$ cat src/rtl/amem_pkg.sv
// Shared types for the asynchronous memory bridge.
package amem_pkg;
    typedef enum logic [1:0] {
        ST_IDLE   = 2'd0,
        ST_SETUP  = 2'd1,
        ST_ACCESS = 2'd2,
        ST_DONE   = 2'd3
    } amem_state_e;

    localparam logic [1:0] HTRANS_NONSEQ = 2'b10;
endpackage

$ cat src/rtl/amem_beat_plan.sv
// Works out the lanes and the byte count of the next external beat.
// Assumes remain >= 1. On the 8-bit bus only lane 0 is used. On the
// 16-bit bus the beat covers the half-word that holds the current byte.
module amem_beat_plan (
    input  logic       wide,
    input  logic       cur_lsb,
    input  logic [2:0] remain,
    output logic [1:0] lane_en,
    output logic [1:0] take
);
    // Choose the lanes for this beat and count them
    always_comb begin
        if (wide) begin
            lane_en[0] = !cur_lsb;
            lane_en[1] = cur_lsb || (remain >= 3'd2);
        end else begin
            lane_en = 2'b01;
        end
        take = {1'b0, lane_en[0]} + {1'b0, lane_en[1]};
    end
endmodule

$ cat src/rtl/amem_seq.sv
// Beat sequencer: one setup cycle, then max(wait_cfg,1) strobe cycles per
// beat, then a single completion cycle. A new transfer is accepted only
// in idle or completion. Assumes wait_cfg is static while a transfer runs.
module amem_seq import amem_pkg::*; #(
    parameter int WAIT_W = 4
) (
    input  logic              clk,
    input  logic              rst_n,
    input  logic              start,
    input  logic [WAIT_W-1:0] wait_cfg,
    input  logic              last_beat,
    output amem_state_e       st,
    output logic              beat_end
);
    logic [WAIT_W-1:0] wcnt;

    assign beat_end = (st == ST_ACCESS) && (wcnt == '0);

    // State and strobe counter update
    always_ff @(posedge clk) begin
        if (!rst_n) begin
            st   <= ST_IDLE;
            wcnt <= '0;
        end else begin
            unique case (st)
                ST_IDLE, ST_DONE: st <= start ? ST_SETUP : ST_IDLE;
                ST_SETUP: begin
                    st   <= ST_ACCESS;
                    wcnt <= (wait_cfg == '0) ? '0 : wait_cfg - 1'b1;
                end
                ST_ACCESS: begin
                    if (wcnt == '0) st <= last_beat ? ST_DONE : ST_SETUP;
                    else            wcnt <= wcnt - 1'b1;
                end
            endcase
        end
    end

    // setup always hands over to the strobe window
    assert_setup_then_access_R6: assert property (@(posedge clk) disable iff (!rst_n)
        (st == ST_SETUP) |=> (st == ST_ACCESS));
    // completion lasts exactly one cycle
    assert_done_one_cycle_R6: assert property (@(posedge clk) disable iff (!rst_n)
        (st == ST_DONE) |=> (st != ST_DONE));
endmodule

$ cat src/rtl/amem_ctrl.sv
// AHB-Lite slave bridging single transfers to an asynchronous parallel
// memory with two banks. Assumes a single-slave HREADY loop or correct
// bus muxing, hwdata held stable through the data phase (as AHB
// requires), and static cfg_* straps.
module amem_ctrl import amem_pkg::*; #(
    parameter int EXT_AW = 26,
    parameter int WAIT_W = 4,
    parameter logic [30-EXT_AW:0] WIN_TAG = 5'b01110
) (
    input  logic              clk,
    input  logic              rst_n,
    input  logic              hsel,
    input  logic [31:0]       haddr,
    input  logic [1:0]        htrans,
    input  logic              hwrite,
    input  logic [2:0]        hsize,
    input  logic [31:0]       hwdata,
    input  logic              hready,
    output logic              hreadyout,
    output logic              hresp,
    output logic [31:0]       hrdata,
    input  logic              cfg_wide,
    input  logic [WAIT_W-1:0] cfg_wait0,
    input  logic [WAIT_W-1:0] cfg_wait1,
    output logic [1:0]        mem_cs_n,
    output logic              mem_oe_n,
    output logic              mem_we_n,
    output logic [1:0]        mem_be_n,
    output logic [EXT_AW-1:0] mem_addr,
    output logic [15:0]       mem_dq_o,
    output logic              mem_dq_oe,
    input  logic [15:0]       mem_dq_i
);
    localparam int BANK_BIT = EXT_AW;
    localparam int LANES    = 2;

    amem_state_e       st;
    logic              beat_end, start, in_win, last_beat;
    logic              ctx_bank, ctx_wr;
    logic [1:0]        ctx_off;
    logic [EXT_AW-1:0] cur;
    logic [2:0]        remain, done_n, size_bytes;
    logic [31:0]       rdbuf;
    logic [1:0]        lane_en, take;
    logic [1:0]        lidx [LANES];
    logic              busy, strobe;

    assign in_win = (haddr[31:BANK_BIT+1] == WIN_TAG);
    assign start  = hsel && hready && (htrans == HTRANS_NONSEQ) && in_win &&
                    ((st == ST_IDLE) || (st == ST_DONE));
    assign size_bytes = (hsize[2] || hsize[1]) ? 3'd4 : (hsize[0] ? 3'd2 : 3'd1);

    amem_beat_plan plan_i (
        .wide    (cfg_wide),
        .cur_lsb (cur[0]),
        .remain  (remain),
        .lane_en (lane_en),
        .take    (take)
    );

    assign last_beat = (remain <= {1'b0, take});

    amem_seq #(.WAIT_W(WAIT_W)) seq_i (
        .clk       (clk),
        .rst_n     (rst_n),
        .start     (start),
        .wait_cfg  (ctx_bank ? cfg_wait1 : cfg_wait0),
        .last_beat (last_beat),
        .st        (st),
        .beat_end  (beat_end)
    );

    // AHB lane of the byte carried on each external lane in this beat
    always_comb begin
        for (int l = 0; l < LANES; l++) begin
            lidx[l] = ctx_off + done_n[1:0] + 2'(l) - ((cfg_wide) ? {1'b0, cur[0]} : 2'b00);
        end
    end

    // Transfer context: capture at start, advance after each beat
    always_ff @(posedge clk) begin
        if (!rst_n) begin
            ctx_bank <= 1'b0;
            ctx_wr   <= 1'b0;
            ctx_off  <= '0;
            cur      <= '0;
            remain   <= '0;
            done_n   <= '0;
            rdbuf    <= '0;
        end else if (start) begin
            ctx_bank <= haddr[BANK_BIT];
            ctx_wr   <= hwrite;
            ctx_off  <= haddr[1:0];
            cur      <= haddr[EXT_AW-1:0];
            remain   <= size_bytes;
            done_n   <= '0;
            rdbuf    <= '0;
        end else if (beat_end) begin
            cur    <= cur + EXT_AW'(take);
            remain <= remain - {1'b0, take};
            done_n <= done_n + {1'b0, take};
            if (!ctx_wr) begin
                for (int l = 0; l < LANES; l++) begin
                    if (lane_en[l]) rdbuf[8*lidx[l] +: 8] <= mem_dq_i[8*l +: 8];
                end
            end
        end
    end

    assign busy   = (st == ST_SETUP) || (st == ST_ACCESS);
    assign strobe = (st == ST_ACCESS);

    // External pin drive
    always_comb begin
        mem_cs_n[0] = !(busy && !ctx_bank);
        mem_cs_n[1] = !(busy && ctx_bank);
        mem_oe_n    = !(strobe && !ctx_wr);
        mem_we_n    = !(strobe && ctx_wr);
        mem_dq_oe   = strobe && ctx_wr;
        for (int l = 0; l < LANES; l++) begin
            mem_be_n[l]       = !(strobe && lane_en[l]);
            mem_dq_o[8*l +: 8] = (cfg_wide || l == 0) ? hwdata[8*lidx[l] +: 8] : 8'h00;
        end
        mem_addr = cfg_wide ? {1'b0, cur[EXT_AW-1:1]} : cur;
    end

    assign hreadyout = !busy;
    assign hresp     = 1'b0;
    assign hrdata    = rdbuf;

    // output and write enables never overlap
    assert_oe_we_exclusive_R10: assert property (@(posedge clk) disable iff (!rst_n)
        !(!mem_oe_n && !mem_we_n));
    // a strobe only inside a selected bank
    assert_strobe_needs_cs_R10: assert property (@(posedge clk) disable iff (!rst_n)
        (!mem_oe_n || !mem_we_n) |-> (mem_cs_n != 2'b11));
    // at most one bank selected
    assert_one_bank_R2: assert property (@(posedge clk) disable iff (!rst_n)
        $onehot0(~mem_cs_n));
    // the data driver is on only while writing
    assert_drive_only_on_write_R8: assert property (@(posedge clk) disable iff (!rst_n)
        mem_dq_oe |-> !mem_we_n);
    // the AHB side waits while an external access is in flight
    assert_wait_while_busy_R6: assert property (@(posedge clk) disable iff (!rst_n)
        (mem_cs_n != 2'b11) |-> !hreadyout);
    // the address holds steady through a strobe window
    assert_addr_stable_R4: assert property (@(posedge clk) disable iff (!rst_n)
        (!mem_oe_n || !mem_we_n) && $past(!mem_oe_n || !mem_we_n) |-> $stable(mem_addr));
endmodule

$ cat config.mk
export PLATFORM = sky130hd
export DESIGN_NAME = amem_ctrl
export DESIGN_NICKNAME = d
export VERILOG_FILES = /design/src/rtl/amem_pkg.sv /design/src/rtl/amem_beat_plan.sv /design/src/rtl/amem_seq.sv /design/src/rtl/amem_ctrl.sv
export SDC_FILE = /design/constraint.sdc
export NUM_CORES = 1
export LEC_CHECK = 0
export BUFFER_PORTS_ARGS = -buffer_cell sky130_fd_sc_hd__buf_2
export CAP_MARGIN = 40
export CORE_MARGIN = 5
export CORE_UTILIZATION = 46
export CTS_CLUSTER_SIZE = 16
export DETAILED_ROUTE_END_ITERATION = 10
export HOLD_SLACK_MARGIN = 0.05
export PLACE_DENSITY = 0.78
export SLEW_MARGIN = 20
export SYNTH_ARGS = -nofsm -noshare
export SYNTH_HDL_FRONTEND = slang
export SYNTH_SLANG_ARGS = --single-unit
$ cat constraint.sdc
create_clock -name clk -period 2.8 [get_ports clk]
set_clock_uncertainty 0.15 [all_clocks]
set_input_delay 0.14 -clock clk [delete_from_list [all_inputs] [get_ports clk]]
set_output_delay 0.14 -clock clk [all_outputs]
set_load 0.005 [all_outputs]
# --- After elaboration in Yosys (flattened, before gate mapping) ---
# Index checks and enable logic that the tools add are counted.
word_totals:
  register_bits: 74
  output_inout_bits: 83
  elab_cells: 98
classes:
  add_sub_neg: 12
  magnitude_cmp: 2
  eq_ne: 7
  n_shift: 6
  muxes: 26
  bitwise_logic: 2
  reduce_logical: 34
ops:
  columns: ["cell", "n"]
  rows:
  - ["32-bit 2-to-1 mux", 6]
  - ["26-bit 2-to-1 mux", 3]
  - ["5-bit negator with 34-bit output", 2]
  - ["8-bit by 34-bit variable shift with 32-bit output, first input constant", 2]
  - ["8-bit by 34-bit indexed part select with 32-bit output", 2]
  - ["32-bit bitwise mux", 2]
  - ["32-bit by 6-bit indexed part select with 8-bit output", 2]
  - ["26-bit by 2-bit adder with 26-bit output", 1]
  - ["4-bit 2-to-1 mux", 3]
  - ["1-bit logical AND", 11]
  - ["1-bit logical NOT", 10]
  - ["3-bit 2-to-1 mux", 3]
  - ["4-bit logical NOT", 2]
  - ["2-bit 2-to-1 mux", 4]
  - ["8-bit 2-to-1 mux", 1]
  - ["4-bit case mux with 2 select lines", 1]
  - ["4-bit by 1-bit subtractor with 4-bit output, second input constant", 2]
  - ["2-bit == test, second input constant", 3]
  - ["2-bit case mux with 3 select lines", 1]
  - ["5-bit by 4-bit == test with 1-bit output, second input constant", 1]
  - ["1-bit logical OR", 4]
  - ["2-bit AND reduction", 2]
  - ["2-bit nonzero test", 2]
  - ["2-bit OR reduction", 2]
  - ["15 further kinds", 17]

# --- Logic depth before layout (Yosys ltp) ---
# Gate-level depths: netlist (run 1).
depth:
  depth_word: 12
  mapped_depth: 12

# --- Cells and area by module ---
# From an unflattened synthesis (run 1), not the netlist that was laid out.
hier_totals:
  hier_cells: 560
  hier_area_um2: 4996.0
modules_own_cells:
  columns: ["mod", "n_inst", "cells_each", "area_per_inst_um2"]
  rows:
  - ["amem_ctrl", 1, 503, 4511.8]
  - ["amem_seq", 1, 54, 459.2]
  - ["amem_beat_plan", 1, 3, 25.0]

# --- Least setup slack after synthesis (run 1) ---
# Ideal clock, no wire load.
synth_timing:
  kind: "flip-flop to flip-flop"
  start: "register done_n[0]"
  end: "register rdbuf[15] (netlist: hrdata[15])"
  arrival_time_ns: 2.810
  required_time_ns: 2.518
  slack_ns: -0.292
  stages_incl_launch_ff: 13
  n_path_buf: 2
  synth_period_minus_slack_ns: 3.092
  cell_sequence: "dfxtp_1 ha_1 inv_1 ha_1 inv_1 buf_1 ha_1 nor2b_1 buf_1 nand2_1 a31oi_1 a311oi_1 nor3_1"
synth_via:
  elab_chain_cells: 12
  elab_cells_between_ends: 18
  classes_between: "add/sub (6); shift (4); mux (8)"
synth_rtl:
  columns: ["item", "line_no", "rtl"]
  rows:
  - ["start, declared", "amem_ctrl.sv:42", "logic [2:0] remain, done_n, size_bytes;"]
  - ["start signal, assigned", "amem_ctrl.sv:101", "done_n <= done_n + {1'b0, take};"]
  - ["2-bit adder (*)", "amem_ctrl.sv:76", "lidx[l] = ctx_off + done_n[1:0] + 2'(l) - ((cfg_wide) ? {1'b0, cur[0]} : 2'b00);"]
  - ["2-bit subtractor", "amem_ctrl.sv:76", null]
  - ["5-bit negator with 34-bit output", "amem_ctrl.sv:104", "if (lane_en[l]) rdbuf[8*lidx[l] +: 8] <= mem_dq_i[8*l +: 8];"]
  - ["8-bit by 34-bit indexed part select with 32-bit output or 8-bit by 34-bit variable shift with 32-bit output (tied branches)", "amem_ctrl.sv:104", null]
  - ["32-bit bitwise mux", "amem_ctrl.sv:104", null]
  - ["32-bit 2-to-1 mux", "amem_ctrl.sv:104", null]
  - ["32-bit 2-to-1 mux", "amem_ctrl.sv:102", "if (!ctx_wr) begin"]
  - ["32-bit 2-to-1 mux", "amem_ctrl.sv:98", "end else if (beat_end) begin"]
  - ["32-bit 2-to-1 mux", "amem_ctrl.sv:90", "end else if (start) begin"]
  - ["32-bit 2-to-1 mux", "amem_ctrl.sv:82", "if (!rst_n) begin"]
  - ["32-bit bitwise mux", "amem_ctrl.sv:104", null]
  - ["32-bit 2-to-1 mux (*)", "amem_ctrl.sv:104", null]
  - ["end signal, assigned by index", "amem_ctrl.sv:104", null]
  - ["end, declared", "amem_ctrl.sv:43", "logic [31:0] rdbuf;"]
# Every way passes the cells marked *; elsewhere a longest branch is shown, timed or not. The select of a mux whose other input is x is not followed.
# A chain may end at the register's enable or synchronous reset.

# --- Final worst setup path (run 1) ---
layout_timing:
  start: "register cur[0]"
  end: "output mem_dq_o[12]"
layout_via:
  elab_chain_cells: 4
layout_rtl:
  columns: ["item", "line_no", "rtl"]
  rows:
  - ["start, declared", "amem_ctrl.sv:41", "logic [EXT_AW-1:0] cur;"]
  - ["start signal, assigned", "amem_ctrl.sv:94", "cur <= haddr[EXT_AW-1:0];"]
  - ["start signal, assigned", "amem_ctrl.sv:99", "cur <= cur + EXT_AW'(take);"]
  - ["1-bit 2-to-1 mux", "amem_ctrl.sv:76", null]
  - ["2-bit by 1-bit subtractor with 2-bit output", "amem_ctrl.sv:76", null]
  - ["32-bit by 6-bit indexed part select with 8-bit output", "amem_ctrl.sv:122", "mem_dq_o[8*l +: 8] = (cfg_wide || l == 0) ? hwdata[8*lidx[l] +: 8] : 8'h00;"]
  - ["8-bit 2-to-1 mux", "amem_ctrl.sv:122", null]
  - ["end, declared", "amem_ctrl.sv:30", "output logic [15:0] mem_dq_o,"]
# No other way between the ends.

==> results.sh, run 1 <==
export IMPL_period_share_pct=96.6
export IMPL_htree_num_levels=3
export IMPL_layout_drive_gt1_share_pct=36.6
export IMPL_path_buf_inv=6
export IMPL_first_iter_violations=414
export IMPL_netlist_area_leader_share_pct=29.6
export IMPL_remaining_drc_errors=0
export IMPL_finish_net_count=916
export IMPL_synth_cells=567
export IMPL_die_y_um=114
export IMPL_tightest_slew_ns=0.617
export IMPL_crit_fanout=14
export IMPL_synthArstFlopShare_pct=0
export IMPL_hpwlAfterDp_um=11500
export IMPL_core_area_sq_um=10400
export IMPL_clk_path_buf_depth=2
export IMPL_ir_worst_vdd_mv=0.225
export IMPL_antenna_cells=0
export IMPL_worstSetupPathType="flop to output pin"
export IMPL_cts_buffers_inserted=9
export IMPL_slew_headroom_pct=58.7
export IMPL_yosysWarnings=0
export IMPL_synth_area_leaders="dfxtp_1 30%, mux4_2 7.3%, ha_1 5.1%"
export IMPL_cts_tree="done"
export IMPL_ys_ff_latch=73
export IMPL_die_w_um=114
export IMPL_timing_final_ws_setup_ns=0.0944
export IMPL_synth_distinct_cells=54
export IMPL_vias=5349
export IMPL_gr_total_overflow=0
export IMPL_drv_slew=0
export IMPL_netlist_top_cells_count="73 x dfxtp_1, 52 x nand2_1, 47 x nor2_1"
export IMPL_power_total_mw=2.11
export IMPL_drt_first_pass_iters=6
export IMPL_critical_path_slowest_cell="mux4_2"
export IMPL_top_level_ports=182
export IMPL_fp_row_count=37
export IMPL_antenna_found_initial=0
export IMPL_cts_root_buffer="clkbuf_8"
export IMPL_outcome="complete, no violations"
export IMPL_vias_per_cell=5.71
export IMPL_place_congestion=0.903
export IMPL_cpPeakStageDelay_ns=0.49
export IMPL_crit_arrival_ns=2.42
export IMPL_grt_pass1_vias=5466
export IMPL_cp_required_ns=2.51
export IMPL_clk_pin_slew_ns=0.09
export IMPL_ys_flop_type="dfxtp_1"
export IMPL_rsz0062_at_grt="true"
export IMPL_cap_violations=0
export IMPL_synth_nets=688
export IMPL_max_freq_ghz=0.370
export IMPL_yosys_area_top_type="dfxtp_1"
export IMPL_worstPathCellList="buf_4 > nand2_1 > buf_6 > inv_1 > ha_4 > inv_2 > buf_12 > mux4_2 > and2_1 > buf_2"
export IMPL_synth_edf_count=0
export IMPL_end_kind="output pin"
export IMPL_io_buffers=180
export IMPL_min_period_ns=2.71
export IMPL_hold_viol_final=0
export IMPL_dp_slack_ns=-0.0534
export IMPL_netlist_area_sq_um=4930
export IMPL_grt_max_degree=39
export IMPL_yosysMostFrequentCell="dfxtp_1"
export IMPL_seq_area_frac_synth_pct=29.6
export IMPL_finalWirelength_um=16500
export IMPL_path_delay_family="buffers and inverters"
export IMPL_hp_class="input port to flop"
export IMPL_hold_slack_ns=0.0880
export IMPL_start_kind="flop"
export IMPL_postSynthAreaPerCell_sq_um=8.69
export IMPL_p_per_area_nw_per_um2=309
export IMPL_finalSetupViolations=0
export IMPL_routedWlPerCell_um=17.6
export IMPL_fp_dieArea_sq_um=12900
export IMPL_clock_sinks=73
export IMPL_grt_pass1_wl_um=26400
export IMPL_p_leak_nw=2.71
export IMPL_clock_latency_ns=0.36
export IMPL_setup_tns_ns=0
export IMPL_initial_utilization_pct=47.5
export IMPL_detail_route_antenna_nets=0
export IMPL_syn_to_final_growth_pct=38.2
export IMPL_gr_usage_all_layers_pct=24.9
worst min-delay path, stage by stage:
cell	delay, ns
buf_2	0.10
mux2i_1	0.06
nand2_1	0.05
a31oi_1	0.04
o21a_1	0.17
cells by family (layout without fill, tap and decap cells):
kind of cell,count (synthesis),count (layout),synth area share [%]
multiplexers,42,42,13.1
AND/OR/NAND/NOR,206,206,22.0
AO/OA/AOI/OAI,133,133,18.2
flip-flops,73,73,29.6
XOR/XNOR,31,31,6.09
buffers and inverters,59,292,4.95
adder cells (fa/ha/maj),22,22,5.89
other,1,1,0.0761
through the flow:
step	instances	area, sq um	utilization [%]
6_report	936	6810	65.7
5_1_grt	936	6810	65.7
4_1_cts	937	6780	65.3
3_5_place_dp	872	6060	58.5
3_3_place_gp	872	6060	58.5
2_1_floorplan	567	4960	-
path summary, 6_finish.rpt:
kind | end | from | slack, ns | cells after the start
setup / recovery | mem_dq_o[12] | cur[0] | 0.09 | 10
hold / removal | seq_i.wcnt[0] | cfg_wait0[0] | 0.09 | 5
setup reg to reg | cur[25] | remain[1] | 0.13 | 8
hold reg to reg | ctx_off[0] | ctx_off[0] | 0.32 | 2
final cells by class:
type	instances	area, sq um
tap	136	170
timing repair buffer	255	1610
fill	822	3560
multi-input combinational	435	3310
clock inverter	7	61.3
inverter	21	78.8
sequential	73	1460
clock buffer	9	124
power by group:
group | switching, mW | internal (mW) | total [mW] | leakage, nW
logic | 0.118 | 0.145 | 0.263 | 2.03
registers | 0.00138 | 1.04 | 1.04 | 0.588
clock network | 0.468 | 0.338 | 0.806 | 0.0888
total | 0.587 | 1.52 | 2.11 | 2.71
flip-flops by register name, summed over array words and instances (netlist names):
signal      flops
remain          3
seq_i.wcnt      4
cur            26
seq_i.st        2
hrdata         32
ctx_off         2
done_n          2
ctx_bank        1
ctx_wr          1
cells in the final DEF, fill, tap and decap left out, types with 3 or more instances in the layout:
cell and n:
buf_2 180, dfxtp_1 73, nand2_1 52, dlygate4sd3_1 48
nor2_1 46, nand3_1 36, a21oi_1 35, o21ai_0 26
xnor2_1 25, buf_4 24, mux2_2 21, inv_1 20
ha_1 18, a311oi_1 17, a22oi_1 17, mux4_2 16
o2bb2ai_1 16, and2_1 10, nor3_1 10, nor4_2 9
clkbuf_8 9, a211oi_1 8, nand2b_1 6, nor2b_1 5
mux2i_1 5, a31oi_1 4, nand4_1 4, or2_2 3
nand3b_1 3, xor2_1 3, a211oi_2 3, inv_6 3
routing by layer:
layer / track usage (%) / wire, um / part of all wire (%) / up-vias
li1: - / - / - / 2541
met1: 30.8 / 6460 / 39 / 2464
met2: 41.6 / 7770 / 47 / 297
met3: 6.68 / 1780 / 11 / 47
met4: 9.29 / 461 / 2.8 / 0
met5: 0 / 0 / 0 / -
repair_timing:
action / CTS / global route
endpoints found under the hold margin: 64 / 0
setup endpoints to repair: 19 / 26
resized for setup: 9 / 9
pin swaps: 0 / 2
setup buffers: 0 / 0
hold buffers: 49 / 0
Power figures use the tool's default switching activity.
==> run 2, diff against run 1 <==
Settings changed: ABC_AREA from default to 1, CORE_UTILIZATION 46 to 48.
==> results.sh, run 2 <==
export IMPL_outcome="complete, no violations"
export IMPL_cts_buffers_inserted=9
export IMPL_syn_to_final_growth_pct=29.3
export IMPL_cts_tree="done"
export IMPL_end_kind="output pin"
export IMPL_worstSetupPathType="flop to output pin"
export IMPL_synth_nets=1113
export IMPL_timing_rr_start="remain[2]"
export IMPL_final_cell_mix="291 x nand2_1, 180 x buf_2, 96 x o21ai_0, 92 x a21oi_1, 85 x inv_1"
export IMPL_gr_usage_all_layers_pct=26.5
export IMPL_synth_edf_count=0
export IMPL_seq_area_frac_synth_pct=24.2
export IMPL_yosysMostFrequentCell="nand2_1"
export IMPL_synth_distinct_cells=40
export IMPL_final_common_cell="nand2_1"
export IMPL_place_congestion=1.02
export IMPL_place_inst=1317
export IMPL_start_kind="flop"
export IMPL_finish_net_count=1315
export IMPL_vias_per_cell=5.34
export IMPL_routedWlPerCell_um=14.8
export IMPL_ys_ff_latch=73
export IMPL_holdPathStages=4
export IMPL_cts_root_buffer="clkbuf_16"
export IMPL_detail_route_antenna_nets=0
export IMPL_first_iter_violations=655
export IMPL_hold_viol_final=0
export IMPL_synthArstFlopShare_pct=0
export IMPL_instances_no_fill=1371
export IMPL_synth_area_leaders="dfxtp_1 24%, nand2_1 18%, o21ai_0 8.0%"
export IMPL_netlist_area_leader_share_pct=24.2
export IMPL_clock_latency_ns=0.35
export IMPL_layout_drive_gt1_share_pct=23.8
export IMPL_drt_first_pass_iters=6
export IMPL_core_area_sq_um=12500
export IMPL_p_leak_nw=3.62
export IMPL_postSynthAreaPerCell_sq_um=6.09
export IMPL_n_fill_cell=1157
export IMPL_grt_max_degree=61
export IMPL_reg2reg_depth=15
export IMPL_dp_slack_ns=0.000549
export IMPL_crit_fanout=32
export IMPL_fp_dieArea_sq_um=14900
export IMPL_setup_tns_ns=0
export IMPL_remaining_drc_errors=0
export IMPL_synth_cells=992
export IMPL_die_w_um=122
export IMPL_regArea_sq_um=1460
export IMPL_crit_start="done_n[0]"
export IMPL_rsz0062_at_grt="false"
export IMPL_timing_final_ws_setup_ns=0.191
export IMPL_gr_total_overflow=0
export IMPL_grt_pass1_wl_um=32000
export IMPL_hpwlAfterDp_um=14800
export IMPL_io_buffers=180
export IMPL_antenna_found_initial=0
export IMPL_top_level_ports=182
export IMPL_ys_flop_type="dfxtp_1"
export IMPL_vias=7321
export IMPL_hp_class="input port to flop"
export IMPL_min_period_ns=2.61
export IMPL_worstHoldStart="hsize[0]"
export IMPL_htree_num_levels=3
export IMPL_crit_arrival_ns=2.32
export IMPL_p_per_area_nw_per_um2=331
export IMPL_cp_required_ns=2.51
export IMPL_slew_headroom_pct=60.0
export IMPL_drv_slew=0
export IMPL_tightest_slew_ns=0.600
export IMPL_yosysWarnings=0
export IMPL_netlist_top_cells_count="292 x nand2_1, 96 x o21ai_0, 92 x a21oi_1"
export IMPL_yosys_area_top_type="dfxtp_1"
export IMPL_clk_pin_slew_ns=0.06
export IMPL_netlist_area_sq_um=6040
export IMPL_period_share_pct=93.2
export IMPL_multi_input_area_sq_um=3960
export IMPL_finalWirelength_um=20300
export IMPL_clock_sinks=73
export IMPL_grt_pass1_vias=6623
export IMPL_finalSetupViolations=0
export IMPL_ir_worst_vdd_mv=0.219
export IMPL_cap_violations=0
export IMPL_die_y_um=122
export IMPL_max_freq_ghz=0.383
export IMPL_initial_utilization_pct=48.5
export IMPL_largest_reg_flops=32
export IMPL_antenna_cells=0
export IMPL_fp_row_count=41
export IMPL_clk_path_buf_depth=2
run 2: cell types whose count changed after synthesis, moves of 17 or more:
cell / delta
a21oi_1: +57
a311oi_1: -17
nand3_1: +28
o211ai_1: +26
xnor2_1: -23
nand2_1: +240
o21ai_0: +70
a22oi_1: -17
inv_1: +67
mux2_2: -20
nor2_1: +24
run 2: path summary, 6_finish.rpt:
check	endpoint	slack (ns)
hold reg to reg	hrdata[26]	0.30
setup / recovery	mem_dq_o[12]	0.19
setup reg to reg	cur[10]	0.22
hold / removal	remain[1]	0.06
run 2: what timing repair did:
item,4_1_cts,5_1_grt
setup buffers,0,4
hold buffers,34,0
pin swaps,0,2
endpoints found under the setup margin,1,11
gates resized for setup,1,11
hold endpoints to repair,31,0
run 2: kinds of logic after synthesis:
logic type                 Yosys count  share of synthesized area [%]
buffers and inverters              152                           10.9
AOI/OAI and AO/OA                  237                           21.6
and+or+nand+nor                    486                           35.0
muxes                               17                           2.84
xor gates and xnor gates             4                          0.580
other                                1                         0.0621
DFF                                 73                           24.2
adders and majority gates           22                           4.80
run 2: area by class of cell:
type | count | share of cell area (%)
clock buffer | 9 | 2.88
clock inverter | 7 | 1.19
inverter | 101 | 4.90
multi-input combinational | 767 | 50.7
sequential | 73 | 18.7
tap | 172 | 2.76
timing repair buffer | 242 | 18.9
run 2: where the power goes:
group	leakage [nW]	total (mW)	internal [mW]	switching, mW
clock	0.160	1.28	0.780	0.495
combinational	2.87	0.272	0.133	0.138
sequential	0.588	1.04	1.04	0.000705
total	3.62	2.59	1.95	0.634
run 2: worst max-delay path, stage by stage (launching register included):
cell     delay (ns)
dfxtp_1        0.33
ha_1           0.30
inv_1          0.05
ha_2           0.37
buf_6          0.29
nand2_1        0.09
o21ai_0        0.08
o21ai_0        0.10
a21oi_1        0.20
buf_2          0.16
run 2: per-stage QoR:
stage | instance area, sq um | utilization, % | hold slack (ns) | power, mW
final | 7810 | 62.7 | 0.0568 | 2.59
after global routing | 7810 | 62.7 | 0.0706 | 2.66
after CTS | 7740 | 62.1 | 0.0514 | 2.58
after detailed placement | 7080 | 56.8 | 0.284 | 1.29
after global placement | 7050 | 56.6 | 0.275 | 1.28
after floorplan | 6040 | - | 0.128 | 1.16
run 2: routing by layer:
layer	vias up	part of all wire, %	GRT usage, %
li1	3675	-	-
met1	3232	41	32.7
met2	361	47	44.4
met3	53	10	6.96
met4	0	2.6	9.80
met5	-	0	0
